--- config.mk ---
export PLATFORM = sky130hd
export DESIGN_NAME = rx_idle_timer
export DESIGN_NICKNAME = d
export VERILOG_FILES = /design/src/rtl/rxto_pkg.sv /design/src/rtl/rxto_cmd_dec.sv /design/src/rtl/rxto_downcnt.sv /design/src/rtl/rxto_flag.sv /design/src/rtl/rx_idle_timer.sv
export SDC_FILE = /design/constraint.sdc
export NUM_CORES = 1
export LEC_CHECK = 0
export ABC_AREA = 1
export BUFFER_PORTS_ARGS = -buffer_cell sky130_fd_sc_hd__buf_4
export CAP_MARGIN = 20
export CORE_MARGIN = 2
export CORE_UTILIZATION = 48
export CTS_BUF_LIST = sky130_fd_sc_hd__clkbuf_4 sky130_fd_sc_hd__clkbuf_8
export DETAILED_ROUTE_END_ITERATION = 7
export GPL_TIMING_DRIVEN = 0
export MAX_ROUTING_LAYER = met4
export PLACE_DENSITY = 0.73
export SLEW_MARGIN = 0
export SYNTH_ARGS = -nofsm -noshare
export SYNTH_HDL_FRONTEND = slang
export SYNTH_SLANG_ARGS = --single-unit
--- constraint.sdc ---
create_clock -name clk -period 1.35 [get_ports clk]
set_input_delay 0.135 -clock clk [delete_from_list [all_inputs] [get_ports clk]]
set_output_delay 0.135 -clock clk [all_outputs]
set_load 0.02 [all_outputs]
--- src/rtl/rxto_pkg.sv ---
`timescale 1ns/1ps
package rxto_pkg;
  typedef enum logic [3:0] {
    OP_START  = 4'h8,
    OP_STOP   = 4'h9,
    OP_TO_ON  = 4'hA,
    OP_TO_OFF = 4'hC
  } op_e;

  typedef enum logic [1:0] {
    CT_IDLE,
    CT_RELOAD,
    CT_RUN
  } ct_state_e;
endpackage

--- src/rtl/rxto_cmd_dec.sv ---
`timescale 1ns/1ps
module rxto_cmd_dec
  import rxto_pkg::*;
#(
  parameter int CMD_W = 4
) (
  input  logic             clk,
  input  logic             rst,
  input  logic             cmd_we,
  input  logic [CMD_W-1:0] cmd_code,
  input  logic             char_xfer,
  output logic             to_mode,
  output logic             load_req,
  output logic             halt_req,
  output logic             ready_clr
);
  logic       mode_q, mode_d;
  logic [3:0] op;

  assign op      = cmd_code[CMD_W-1 -: 4];
  assign to_mode = mode_q;

  always_comb begin
    mode_d    = mode_q;
    load_req  = 1'b0;
    halt_req  = 1'b0;
    ready_clr = 1'b0;
    if (cmd_we) begin
      case (op)
        OP_TO_ON: begin
          mode_d    = 1'b1;
          halt_req  = 1'b1;
          ready_clr = 1'b1;
        end
        OP_TO_OFF: begin
          mode_d   = 1'b0;
          halt_req = 1'b1;
        end
        OP_START: begin
          if (!mode_q) load_req = 1'b1;
        end
        OP_STOP: begin
          if (!mode_q) begin
            halt_req  = 1'b1;
            ready_clr = 1'b1;
          end
        end
        default: ;
      endcase
    end else if (char_xfer && mode_q) begin
      load_req  = 1'b1;
      ready_clr = 1'b1;
    end
  end

  always_ff @(posedge clk) begin
    if (rst) mode_q <= 1'b0;
    else     mode_q <= mode_d;
  end

  // plain start/stop codes must not reach the counter in timeout mode
  a_r3_ignore_plain_cmds: assert property (@(posedge clk) disable iff (rst)
    (cmd_we && mode_q && (op == OP_START || op == OP_STOP)) |-> (!load_req && !halt_req && !ready_clr));

  // with timeout mode off a character strobe does nothing
  a_r2_char_ignored_off: assert property (@(posedge clk) disable iff (rst)
    (!cmd_we && !mode_q && char_xfer) |-> (!load_req && !ready_clr));

  // enable command leaves mode on in the next clock
  a_r1_mode_on: assert property (@(posedge clk) disable iff (rst)
    (cmd_we && op == OP_TO_ON) |=> mode_q);
endmodule

--- src/rtl/rxto_downcnt.sv ---
`timescale 1ns/1ps
module rxto_downcnt
  import rxto_pkg::*;
#(
  parameter int CNT_W = 16
) (
  input  logic             clk,
  input  logic             rst,
  input  logic             tick,
  input  logic             load_req,
  input  logic             halt_req,
  input  logic [CNT_W-1:0] preset,
  output logic             expire
);
  localparam int CW = CNT_W + 1;

  ct_state_e       state_q;
  logic [CW-1:0]   count_q;
  logic [CW-1:0]   load_val;

  // zero preset stands for the full 2^CNT_W span
  assign load_val = (preset == '0) ? {1'b1, {CNT_W{1'b0}}} : {1'b0, preset};

  assign expire = (state_q == CT_RUN) && tick && (count_q == CW'(1)) &&
                  !load_req && !halt_req;

  always_ff @(posedge clk) begin
    if (rst) begin
      state_q <= CT_IDLE;
      count_q <= '0;
    end else if (halt_req) begin
      state_q <= CT_IDLE;
    end else if (load_req) begin
      state_q <= CT_RELOAD;
    end else if (tick) begin
      case (state_q)
        CT_RELOAD: begin
          count_q <= load_val;
          state_q <= CT_RUN;
        end
        CT_RUN: begin
          count_q <= count_q - CW'(1);
          if (count_q == CW'(1)) state_q <= CT_IDLE;
        end
        default: ;
      endcase
    end
  end

  // the reload tick loads the preset and starts the run
  a_r4_reload_loads: assert property (@(posedge clk) disable iff (rst)
    (state_q == CT_RELOAD && tick && !load_req && !halt_req) |=>
      (state_q == CT_RUN && count_q == $past(load_val)));

  // a stopped counter holds its value until reloaded
  a_r8_idle_holds: assert property (@(posedge clk) disable iff (rst)
    (state_q == CT_IDLE && !load_req) |=> (state_q == CT_IDLE && $stable(count_q)));

  // a running count never sits at zero
  a_r5_run_nonzero: assert property (@(posedge clk) disable iff (rst)
    (state_q == CT_RUN) |-> (count_q != '0));
endmodule

--- src/rtl/rxto_flag.sv ---
`timescale 1ns/1ps
module rxto_flag (
  input  logic clk,
  input  logic rst,
  input  logic expire,
  input  logic ready_clr,
  input  logic isr_read,
  input  logic irq_mask,
  output logic ready_o,
  output logic irq_o
);
  logic ready_q, irq_q, ready_nxt;

  always_comb begin
    if (expire)                    ready_nxt = 1'b1;
    else if (ready_clr || isr_read) ready_nxt = 1'b0;
    else                           ready_nxt = ready_q;
  end

  always_ff @(posedge clk) begin
    if (rst) begin
      ready_q <= 1'b0;
      irq_q   <= 1'b0;
    end else begin
      ready_q <= ready_nxt;
      irq_q   <= ready_nxt & irq_mask;
    end
  end

  assign ready_o = ready_q;
  assign irq_o   = irq_q;

  // expiry raises the flag
  a_r5_expire_sets: assert property (@(posedge clk) disable iff (rst)
    expire |=> ready_o);

  // a clear without expiry drops the flag
  a_r7_clear_drops: assert property (@(posedge clk) disable iff (rst)
    ((ready_clr || isr_read) && !expire) |=> !ready_o);

  // the interrupt is never raised without the flag
  a_r6_irq_needs_ready: assert property (@(posedge clk) disable iff (rst)
    irq_o |-> ready_o);

  // reset clears both outputs
  a_r12_reset_clears: assert property (@(posedge clk)
    rst |=> (!ready_o && !irq_o));
endmodule

--- src/rtl/rx_idle_timer.sv ---
`timescale 1ns/1ps
module rx_idle_timer #(
  parameter int CNT_W = 16,
  parameter int CMD_W = 4,
  localparam int HALF_W = CNT_W / 2
) (
  input  logic              clk,
  input  logic              rst,
  input  logic              cmd_we,
  input  logic [CMD_W-1:0]  cmd_code,
  input  logic              char_xfer,
  input  logic              ct_tick,
  input  logic [HALF_W-1:0] preset_hi,
  input  logic [HALF_W-1:0] preset_lo,
  input  logic              irq_mask,
  input  logic              isr_read,
  output logic              ready,
  output logic              irq
);
  logic to_mode, load_req, halt_req, ready_clr, expire;
  logic [CNT_W-1:0] preset;

  assign preset = {preset_hi, preset_lo};

  rxto_cmd_dec #(.CMD_W(CMD_W)) u_dec (
    .clk(clk), .rst(rst), .cmd_we(cmd_we), .cmd_code(cmd_code),
    .char_xfer(char_xfer), .to_mode(to_mode), .load_req(load_req),
    .halt_req(halt_req), .ready_clr(ready_clr)
  );

  rxto_downcnt #(.CNT_W(CNT_W)) u_cnt (
    .clk(clk), .rst(rst), .tick(ct_tick), .load_req(load_req),
    .halt_req(halt_req), .preset(preset), .expire(expire)
  );

  rxto_flag u_flag (
    .clk(clk), .rst(rst), .expire(expire), .ready_clr(ready_clr),
    .isr_read(isr_read), .irq_mask(irq_mask), .ready_o(ready), .irq_o(irq)
  );

  // a character strobe in timeout mode withdraws the flag
  a_r7_char_withdraws: assert property (@(posedge clk) disable iff (rst)
    (to_mode && char_xfer && !cmd_we) |=> (!ready && !irq));
endmodule

==> key figures, run 1 <==
Worst hold path
  – Hold_sp: irq_mask
  – HP Class: input port to flop

Synth
  – Seq/Total Area, Yosys: 0.259
  – Mapped cell area: 0.00170 mm²
  – Mean post-synth cell area: 5.57 µm²
  – Post-Synthesis Cells: 305
  – Yosys warning total: 0
  – Syn nets: 335
  – Register bit total from synthesis: 22
  – Distinct cells, synth: 26

Route
  – WL/cell: 12.3 µm
  – Initial drt markers: 165
  – Post-route DRC: 0
  – WL final: 4900 µm
  – Final ANT Viol Nets: 0
  – Via density: 5.09
  – Vias post-DR: 2030
  – Drt first pass iters: 4

Finish
  – FF+latch area: 455 µm²
  – Most common cell after layout, fill and taps aside: nand2_1
  – Finished Layout Cells: 399
  – Nets: 384
  – Final core utilization: 0.699
  – Antenna diodes: 0
  – Filler cells: 322
  – Synth-to-Final Area Change: 38.4%
  – Most frequent cells in the layout: nand2_1, nor2_1, buf_4
  – Multi-input gate area: 0.00125 mm²
  – Ratio of cells with drive above 1 in the final layout: 0.323

Status
  – Status: finished, violations left
  – Violations in the final reports: negative setup slack

STA
  – Worst slew pin tran: 0.322 ns
  – Final min period: 1.41 ns
  – Slew HR: 0.784
  – Final Worst Setup Slack: -0.0603 ns
  – Peak Freq: 709 MHz
  – Hold Fails Final Rpt: 0
  – RSZ-0062 raised after global routing: yes
  – Max Slew Vio Count: 0
  – Clock Skew: 0.00910 ns
  – Part of the cycle the worst path needs: 1.04
  – # setup viols final: 2

Setup path
  – Crit path DAT: 1.64 ns
  – R2r startpoint: u_cnt.count_q[1]
  – Crit end category: flop
  – Worst setup startpoint: u_cnt.count_q[1]
  – Crit-path max FO: 7
  – Crit path kind: flop to flop
  – Critical Path RT: 1.58 ns
  – Critical path launch point type: flop

Place
  – Gpl congestion: 0.918
  – I/O Buffers: 28
  – Placed Cells incl. Taps: 379
  – Post-DP HPWL: 3200 µm

Floorplanning
  – Die Wd: 63.5 µm
  – Initial Util: 0.505
  – Die ar.: 0.00403 mm²
  – I/O pins: 29
  – FP Rows: 21
  – Die Span Y: 63.5 µm
  – Total core area: 0.00336 mm²

Clock tree
  – Worst-path clk slew: 0.14 ns
  – Clock sink total: 22
  – CTS tree: built
  – Clock Tree Buf Depth: 2
  – Root Buffer Master: clkbuf_4
  – Htree depth: 1
  – CTS buffer count: 3
  – Clk_lat worst skew: 0.32 ns

GRT
  – Number of global-route vias before repair: 1865
  – Largest net degree at the start of global routing: 13
  – Overall Global Routing Usage: 0.245
  – Global-route wire length before repair: 7800 µm
  – Initial antenna violation count: 0
  – Grt ovf: 0

Pwr
  – Cell Pwr Density: 683 mW/mm²
  – Power Total: 0.00160 W
  – Leak Pwr: 1.23 nW
  – Peak VDD IR: 0.677 mV

Run
  – MaxCap Viol Count: 0
## routing by layer
layer  track usage  share of wire  vias to the layer above
li1              -              -                     1039
met1         0.294           0.43                      928
met2         0.432           0.51                       54
met3        0.0446          0.052                        9
met4        0.0435          0.014                        0
met5             -              0                        -
## flip-flops by register name (all words and copies together) (netlist names)
register,count
u_cnt.state_q,2
u_dec.to_mode,1
u_flag.ready_o,1
u_flag.irq_o,1
u_cnt.count_q,17
## cell usage after synthesis
master,number,share of area
nand2_1,108,0.24
nor2_1,69,0.15
inv_1,29,0.064
nand3_1,27,0.080
dfxtp_1,22,0.26
a21oi_1,6,0.018
nor2_4,5,0.033
o21ai_0,5,0.015
nand2_2,4,0.015
buf_2,3,0.0088
ha_1,3,0.022
nand4_1,3,0.011
nor2_2,3,0.011
nor3_1,3,0.0088
clkinv_1,2,0.0044
nand3b_1,2,0.0088
xor2_1,2,0.010
a31oi_1,1,0.0037
and2_1,1,0.0037
buf_4,1,0.0044
buf_6,1,0.0066
clkbuf_1,1,0.0022
inv_2,1,0.0022
nand3_4,1,0.010
o21ai_1,1,0.0029
or2_2,1,0.0037
## worst max-delay path, stage by stage, from the launching register on
cell and delay [ns]:
dfxtp_2 0.37, inv_4 0.08, ha_4 0.16, nand2_4 0.07, nor2_4 0.24, nand3_2 0.10, nand3_1 0.08, nand2_1 0.06
nor2_1 0.11, nor2_1 0.06
## cell families after synthesis
logic type      count (synthesis)  synth area share
simple gates                  227             0.576
compound gates                 13            0.0391
flops                          22             0.259
buf+inv                        38            0.0928
xor+xnor                        2            0.0103
fa+ha+maj                       3            0.0221
## worst paths after layout
path / slack (ns) / endpoint / cells after the start
setup / recovery: -0.06 / u_cnt.count_q[10] / 9
hold / removal: 0.03 / u_flag.irq_o / 3
setup reg to reg: -0.06 / u_cnt.count_q[10] / 9
hold reg to reg: 0.47 / u_cnt.state_q[0] / 2
## repair_timing
action,CTS,global route
pin swaps,7,26
setup endpoints to repair,19,21
hold buffers,1,0
buffers inserted,8,5
gates cloned,2,0
hold endpoints to repair,3,0
gates resized for setup,25,44
## metrics by stage
step                      area (µm²)  hold WS, ns  worst slack, ns  TNS [ns]
after global routing            2350       0.0206           -0.156     -1.41
final                           2350       0.0314          -0.0603    -0.106
after detailed placement        1970        0.333           -0.263     -2.99
after CTS                       2170       0.0246         -0.00201  -0.00201
after floorplan                 1700        0.204          0.00154         0
after global placement          1970        0.333           -0.247     -2.81
## final cells by class
| cell class | instances | share of cell area |
|---|---|---|
| Buffer | 6 | 0.0229 |
| Clock buffer | 4 | 0.0154 |
| Inverter | 32 | 0.0548 |
| Multi-Input combinational cell | 245 | 0.532 |
| Sequential cell | 22 | 0.194 |
| Tap cell | 46 | 0.0245 |
| Timing Repair Buffer | 44 | 0.157 |
## report_power, final
| part | leakage, nW | total, W | internal, W | switching (W) |
|---|---|---|---|---|
| logic | 1.03 | 0.000526 | 0.000228 | 0.000298 |
| registers | 0.183 | 0.000691 | 0.000666 | 0.0000243 |
| clock network | 0.0210 | 0.000387 | 0.000165 | 0.000222 |
Note: power is estimated with default switching activity, not from simulation.
==> run 2, diff against run 1 <==
- PLACE_DENSITY: 0.73 -> 0.82
==> key figures, run 2 (synthesized netlist as in run 1, its figures left out) <==
Finish
  – Biggest register: u_cnt.count_q
  – Filler cells: 298
  – Finished Cell Area: 0.00235 mm²
  – Nets: 375
  – Top Registers: u_cnt.count_q: 17 flops, u_cnt.state_q: 2 flops
  – Most frequent cells in the layout: nand2_1, nor2_1, buf_4
  – Most common cell after layout, fill and taps aside: nand2_1
  – Ratio of cells with drive above 1 in the final layout: 0.328
  – Max FFs per register: 17
  – Synth-to-Final Area Change: 38.2%

Setup path
  – Critical Path, Cell by Cell: inv_2, ha_4, nor2_4, nand3_4, clkbuf_16, nor2_1, nor2_1
  – R2r startpoint: u_cnt.state_q[0]
  – Flop-to-flop setup slack: -0.06 ns
  – Worst setup startpoint: u_cnt.state_q[0]
  – Max incr delay on CP: 0.37 ns
  – Levels on crit path: 7
  – Crit path max-delay family: simple AND/OR/NAND/NOR gates
  – Most used cell, CP: nor2_1
  – Worst R2R End: u_cnt.count_q[10]
  – Reg2Reg Depth: 7
  – Critical Path RT: 1.60 ns
  – CP max stage cell: dfxtp_2
  – Buf/Inv on CP: 2
  – Crit-path max FO: 6
  – Crit path kind: flop to flop
  – CP endpoint: u_cnt.count_q[10]
  – Crit end category: flop
  – Critical path launch point type: flop
  – Crit path DAT: 1.65 ns

Route
  – WL/cell: 13.0 µm
  – Post-route DRC: 0
  – Vias post-DR: 2051
  – WL final: 5080 µm
  – Final ANT Viol Nets: 0
  – Initial drt markers: 162
  – Drt first pass iters: 4
  – Via density: 5.25

Clock tree
  – CTS buffer count: 3
  – Root Buffer Master: clkbuf_4
  – Clk_lat worst skew: 0.34 ns
  – Worst-path clk slew: 0.14 ns
  – Htree depth: 1
  – Clock Tree Buf Depth: 2
  – Clock sink total: 22
  – CTS tree: built

STA
  – Max Slew Vio Count: 0
  – Total negative slack: -0.332 ns
  – Worst slew pin tran: 0.336 ns
  – Slew HR: 0.774
  – RSZ-0062 raised after global routing: yes
  – Hold Fails Final Rpt: 0
  – Final Worst Setup Slack: -0.0582 ns
  – Clock Skew: 0.00692 ns
  – Peak Freq: 710 MHz
  – Final min period: 1.41 ns
  – # setup viols final: 15
  – Part of the cycle the worst path needs: 1.04

Floorplanning
  – I/O pins: 29
  – Die Wd: 63.5 µm
  – FP Rows: 21
  – Die ar.: 0.00403 mm²
  – Die Span Y: 63.5 µm
  – Total core area: 0.00336 mm²
  – Initial Util: 0.505

Place
  – Post-DP HPWL: 3140 µm
  – DP Area: 0.00197 mm²
  – I/O Buffers: 28
  – Gpl congestion: 0.967

Worst hold path
  – HP Class: input port to flop

GRT
  – Global-route wire length before repair: 7870 µm
  – Initial antenna violation count: 1
  – Largest net degree at the start of global routing: 14
  – Number of global-route vias before repair: 1814
  – Grt ovf: 0
  – Overall Global Routing Usage: 0.256

Pwr
  – Sw Share: 0.325
  – Psw: 0.000567 W
  – Sequential fraction of design power: 0.395
  – Peak VDD IR: 0.849 mV
  – Combinational power share: 0.295
  – Leak Pwr: 1.22 nW
  – Clock power frac: 0.311
  – Cell Pwr Density: 745 mW/mm²
  – Cell Int Power: 0.00118 W
  – Power Total: 0.00175 W

Status
  – Status: finished, violations left
  – Violations in the final reports: negative setup slack

Run
  – MaxCap Viol Count: 0
## run 2: worst min-delay path by stage
stage                     startpoint              to  depth (start not counted)
final                       irq_mask    u_flag.irq_o                          3
after global placement           rst  u_flag.ready_o                          2
after global routing        irq_mask    u_flag.irq_o                          3
after floorplan                  rst  u_flag.ready_o                          1
after CTS                   irq_mask    u_flag.irq_o                          3
after detailed placement         rst    u_flag.irq_o                          2
## run 2: power by group through the flow
stage | logic [W] | clock network [W] | registers, W
finish | 0.000515 | 0.000543 | 0.000690
global route | 0.000573 | 0.000571 | 0.000692
CTS | 0.000452 | 0.000542 | 0.000686
detailed placement | 0.000423 | 0 | 0.000698
global placement | 0.000414 | 0 | 0.000698
floorplan | 0.000298 | 0 | 0.000694
## run 2: what timing repair did
item / in CTS / in global routing
setup endpoints to repair: 19 / 21
endpoints found under the hold margin: 3 / 0
hold buffers: 1 / 0
pin swaps: 2 / 16
gates resized for setup: 17 / 59
cloned: 1 / 1
buffers inserted: 4 / 0
## run 2: final cells by class
cell class	count	area [µm²]	area share
Antenna cell	1	2.50	0.00107
Buffer	6	57.6	0.0245
Clock buffer	3	22.5	0.00960
Clock inverter	1	30.0	0.0128
Inverter	32	124	0.0528
Multi-Input combinational cell	245	1280	0.544
Sequential cell	22	460	0.196
Tap cell	46	57.6	0.0245
Timing Repair Buffer	35	315	0.134
## run 2: stage by stage
stage                     std cells  utilization  hold WS, ns  worst slack [ns]
after floorplan                 305            -        0.204           0.00154
after global placement          379        0.586        0.326            -0.265
after detailed placement        379        0.586        0.336            -0.267
after CTS                       389        0.638       0.0152          -0.00619
after global routing            391        0.698       0.0447            -0.131
final                           391        0.698       0.0390           -0.0582
## run 2: layer usage
layer / track usage / vias up / part of all wire
met5: - / - / 0
met4: 0.0951 / 0 / 0.024
met3: 0.0375 / 18 / 0.066
met2: 0.449 / 81 / 0.52
met1: 0.295 / 924 / 0.39
li1: - / 1028 / -
## run 2: worst min-delay path, cell delays in order
cell and delay [ns]:
buf_4 0.11, nand2_1 0.07, nor2_1 0.04
==> run 3, diff against run 2 <==
- CORE_UTILIZATION: 48 -> 30
- PLACE_DENSITY: 0.82 -> 0.59
==> key figures, run 3 (synthesized netlist as in run 1, its figures left out) <==
Status
  – Status: finished, violations left
  – Violations in the final reports: negative setup slack

STA
  – Peak Freq: 717 MHz
  – Hold Fails Final Rpt: 0
  – # setup viols final: 4
  – Final min period: 1.40 ns
  – Final Worst Setup Slack: -0.0451 ns
  – Max Slew Vio Count: 0
  – Worst slew pin tran: 0.314 ns
  – Part of the cycle the worst path needs: 1.03
  – Clock Skew: 0.00109 ns
  – RSZ-0062 raised after global routing: yes
  – Total negative slack: -0.121 ns
  – Slew HR: 0.789

Pwr
  – Psw: 0.000569 W
  – Sequential fraction of design power: 0.370
  – Cell Int Power: 0.00128 W
  – Combinational power share: 0.279
  – Peak VDD IR: 0.406 mV
  – Leak Pwr: 1.22 nW
  – Clock power frac: 0.351
  – Sw Share: 0.307
  – Cell Pwr Density: 788 mW/mm²

Setup path
  – Levels on crit path: 10
  – Critical path launch point type: flop
  – R2r startpoint: u_cnt.count_q[0]
  – Crit path kind: flop to flop
  – Crit path DAT: 1.61 ns
  – Crit-path max FO: 7
  – Max incr delay on CP: 0.38 ns
  – Worst setup startpoint: u_cnt.count_q[0]
  – Worst R2R End: u_cnt.count_q[16]
  – Critical Path RT: 1.57 ns
  – Critical Path, Cell by Cell: inv_4, ha_4, nand2_4, nor2_4, nand2_1, nand2_1, nand3_2, nand2_1, nor2_1, nor2_1
  – Most used cell, CP: nand2_1
  – Reg2Reg Depth: 10
  – CP endpoint: u_cnt.count_q[16]
  – Crit end category: flop
  – Crit path max-delay family: simple AND/OR/NAND/NOR gates
  – Flop-to-flop setup slack: -0.05 ns
  – CP max stage cell: dfxtp_4
  – Buf/Inv on CP: 1

Clock tree
  – Clock Tree Buf Depth: 2
  – Clock sink total: 22
  – Hold buffers post-CTS: 0
  – Htree depth: 1
  – Clk_lat worst skew: 0.27 ns
  – CTS tree: built
  – CTS buffer count: 3
  – Root Buffer Master: clkbuf_8
  – Worst-path clk slew: 0.09 ns

Floorplanning
  – Initial Util: 0.310
  – Die Span Y: 79.2 µm
  – Die Wd: 79.2 µm
  – Total core area: 0.00547 mm²
  – I/O pins: 29
  – FP Rows: 27
  – Die ar.: 0.00628 mm²

Finish
  – Finished Cell Area: 0.00235 mm²
  – Most common cell after layout, fill and taps aside: nand2_1
  – Filler cells: 601
  – Max FFs per register: 17
  – Final core utilization: 0.430
  – Most frequent cells in the layout: nand2_1, nor2_1, buf_4
  – Ratio of cells with drive above 1 in the final layout: 0.315
  – Top Registers: u_cnt.count_q: 17 flops, u_cnt.state_q: 2 flops
  – Nets: 380
  – Antenna diodes: 0
  – Biggest register: u_cnt.count_q
  – Synth-to-Final Area Change: 38.5%

GRT
  – Largest net degree at the start of global routing: 14
  – Initial antenna violation count: 0
  – Grt ovf: 0
  – Number of global-route vias before repair: 1800
  – Overall Global Routing Usage: 0.163
  – Global-route wire length before repair: 8040 µm

Route
  – Initial drt markers: 89
  – WL/cell: 11.4 µm
  – Drt first pass iters: 6
  – Vias post-DR: 1939
  – WL final: 4820 µm
  – Via density: 4.61
  – Final ANT Viol Nets: 0
  – Post-route DRC: 0

Run
  – MaxCap Viol Count: 0

Place
  – Gpl congestion: 0.897
  – I/O Buffers: 28
  – DP Area: 0.00200 mm²
  – Post-DP HPWL: 3450 µm

Worst hold path
  – Worst hold path stage count: 2
  – HP Class: input port to flop
-- run 3: worst min path at each step --
stage,startpoint,endpoint,slack (ns)
floorplan,rst,u_flag.ready_o,0.20
global placement,rst,u_flag.ready_o,0.33
detailed placement,rst,u_flag.irq_o,0.33
CTS,rst,u_flag.ready_o,0.03
global route,rst,u_dec.to_mode,0.04
finish,rst,u_flag.irq_o,0.03
-- run 3: power groups by stage --
stage | Clock (W) | Sequential [W] | Combinational (W)
CTS | 0.000658 | 0.000684 | 0.000448
floorplan | 0 | 0.000694 | 0.000298
detailed placement | 0 | 0.000699 | 0.000428
global placement | 0 | 0.000699 | 0.000425
global route | 0.000691 | 0.000690 | 0.000588
finish | 0.000650 | 0.000687 | 0.000517
-- run 3: stage by stage --
stage / worst slack, ns / hold WS, ns / instances / power [W]
finish: -0.0451 / 0.0327 / 421 / 0.00185
global placement: -0.299 / 0.328 / 405 / 0.00112
detailed placement: -0.288 / 0.330 / 405 / 0.00113
CTS: 0.00169 / 0.0338 / 414 / 0.00179
global route: -0.129 / 0.0398 / 421 / 0.00197
floorplan: 0.00154 / 0.204 / 305 / 0.000992
-- run 3: layout make-up --
cell class,count,area [µm²],area share
Tap cell,72,90.1,0.0383
Sequential cell,22,462,0.196
Clock buffer,3,41.3,0.0176
Clock inverter,1,30.0,0.0128
Multi-Input combinational cell,245,1240,0.529
Buffer,6,53.8,0.0229
Timing Repair Buffer,40,304,0.129
Inverter,32,126,0.0537
-- run 3: per-layer routing --
layer | global-route usage | part of all wire | vias to the layer above
met5 | - | 0 | -
met4 | 0.0517 | 0.017 | 0
met3 | 0.0261 | 0.041 | 7
met2 | 0.261 | 0.46 | 40
met1 | 0.211 | 0.48 | 865
li1 | - | - | 1027
-- run 3: timing repair --
item | 4_1_cts | 5_1_grt
setup buffers | 5 | 7
pin swaps | 4 | 30
resized for setup | 12 | 53
endpoints found under the setup margin | 19 | 21
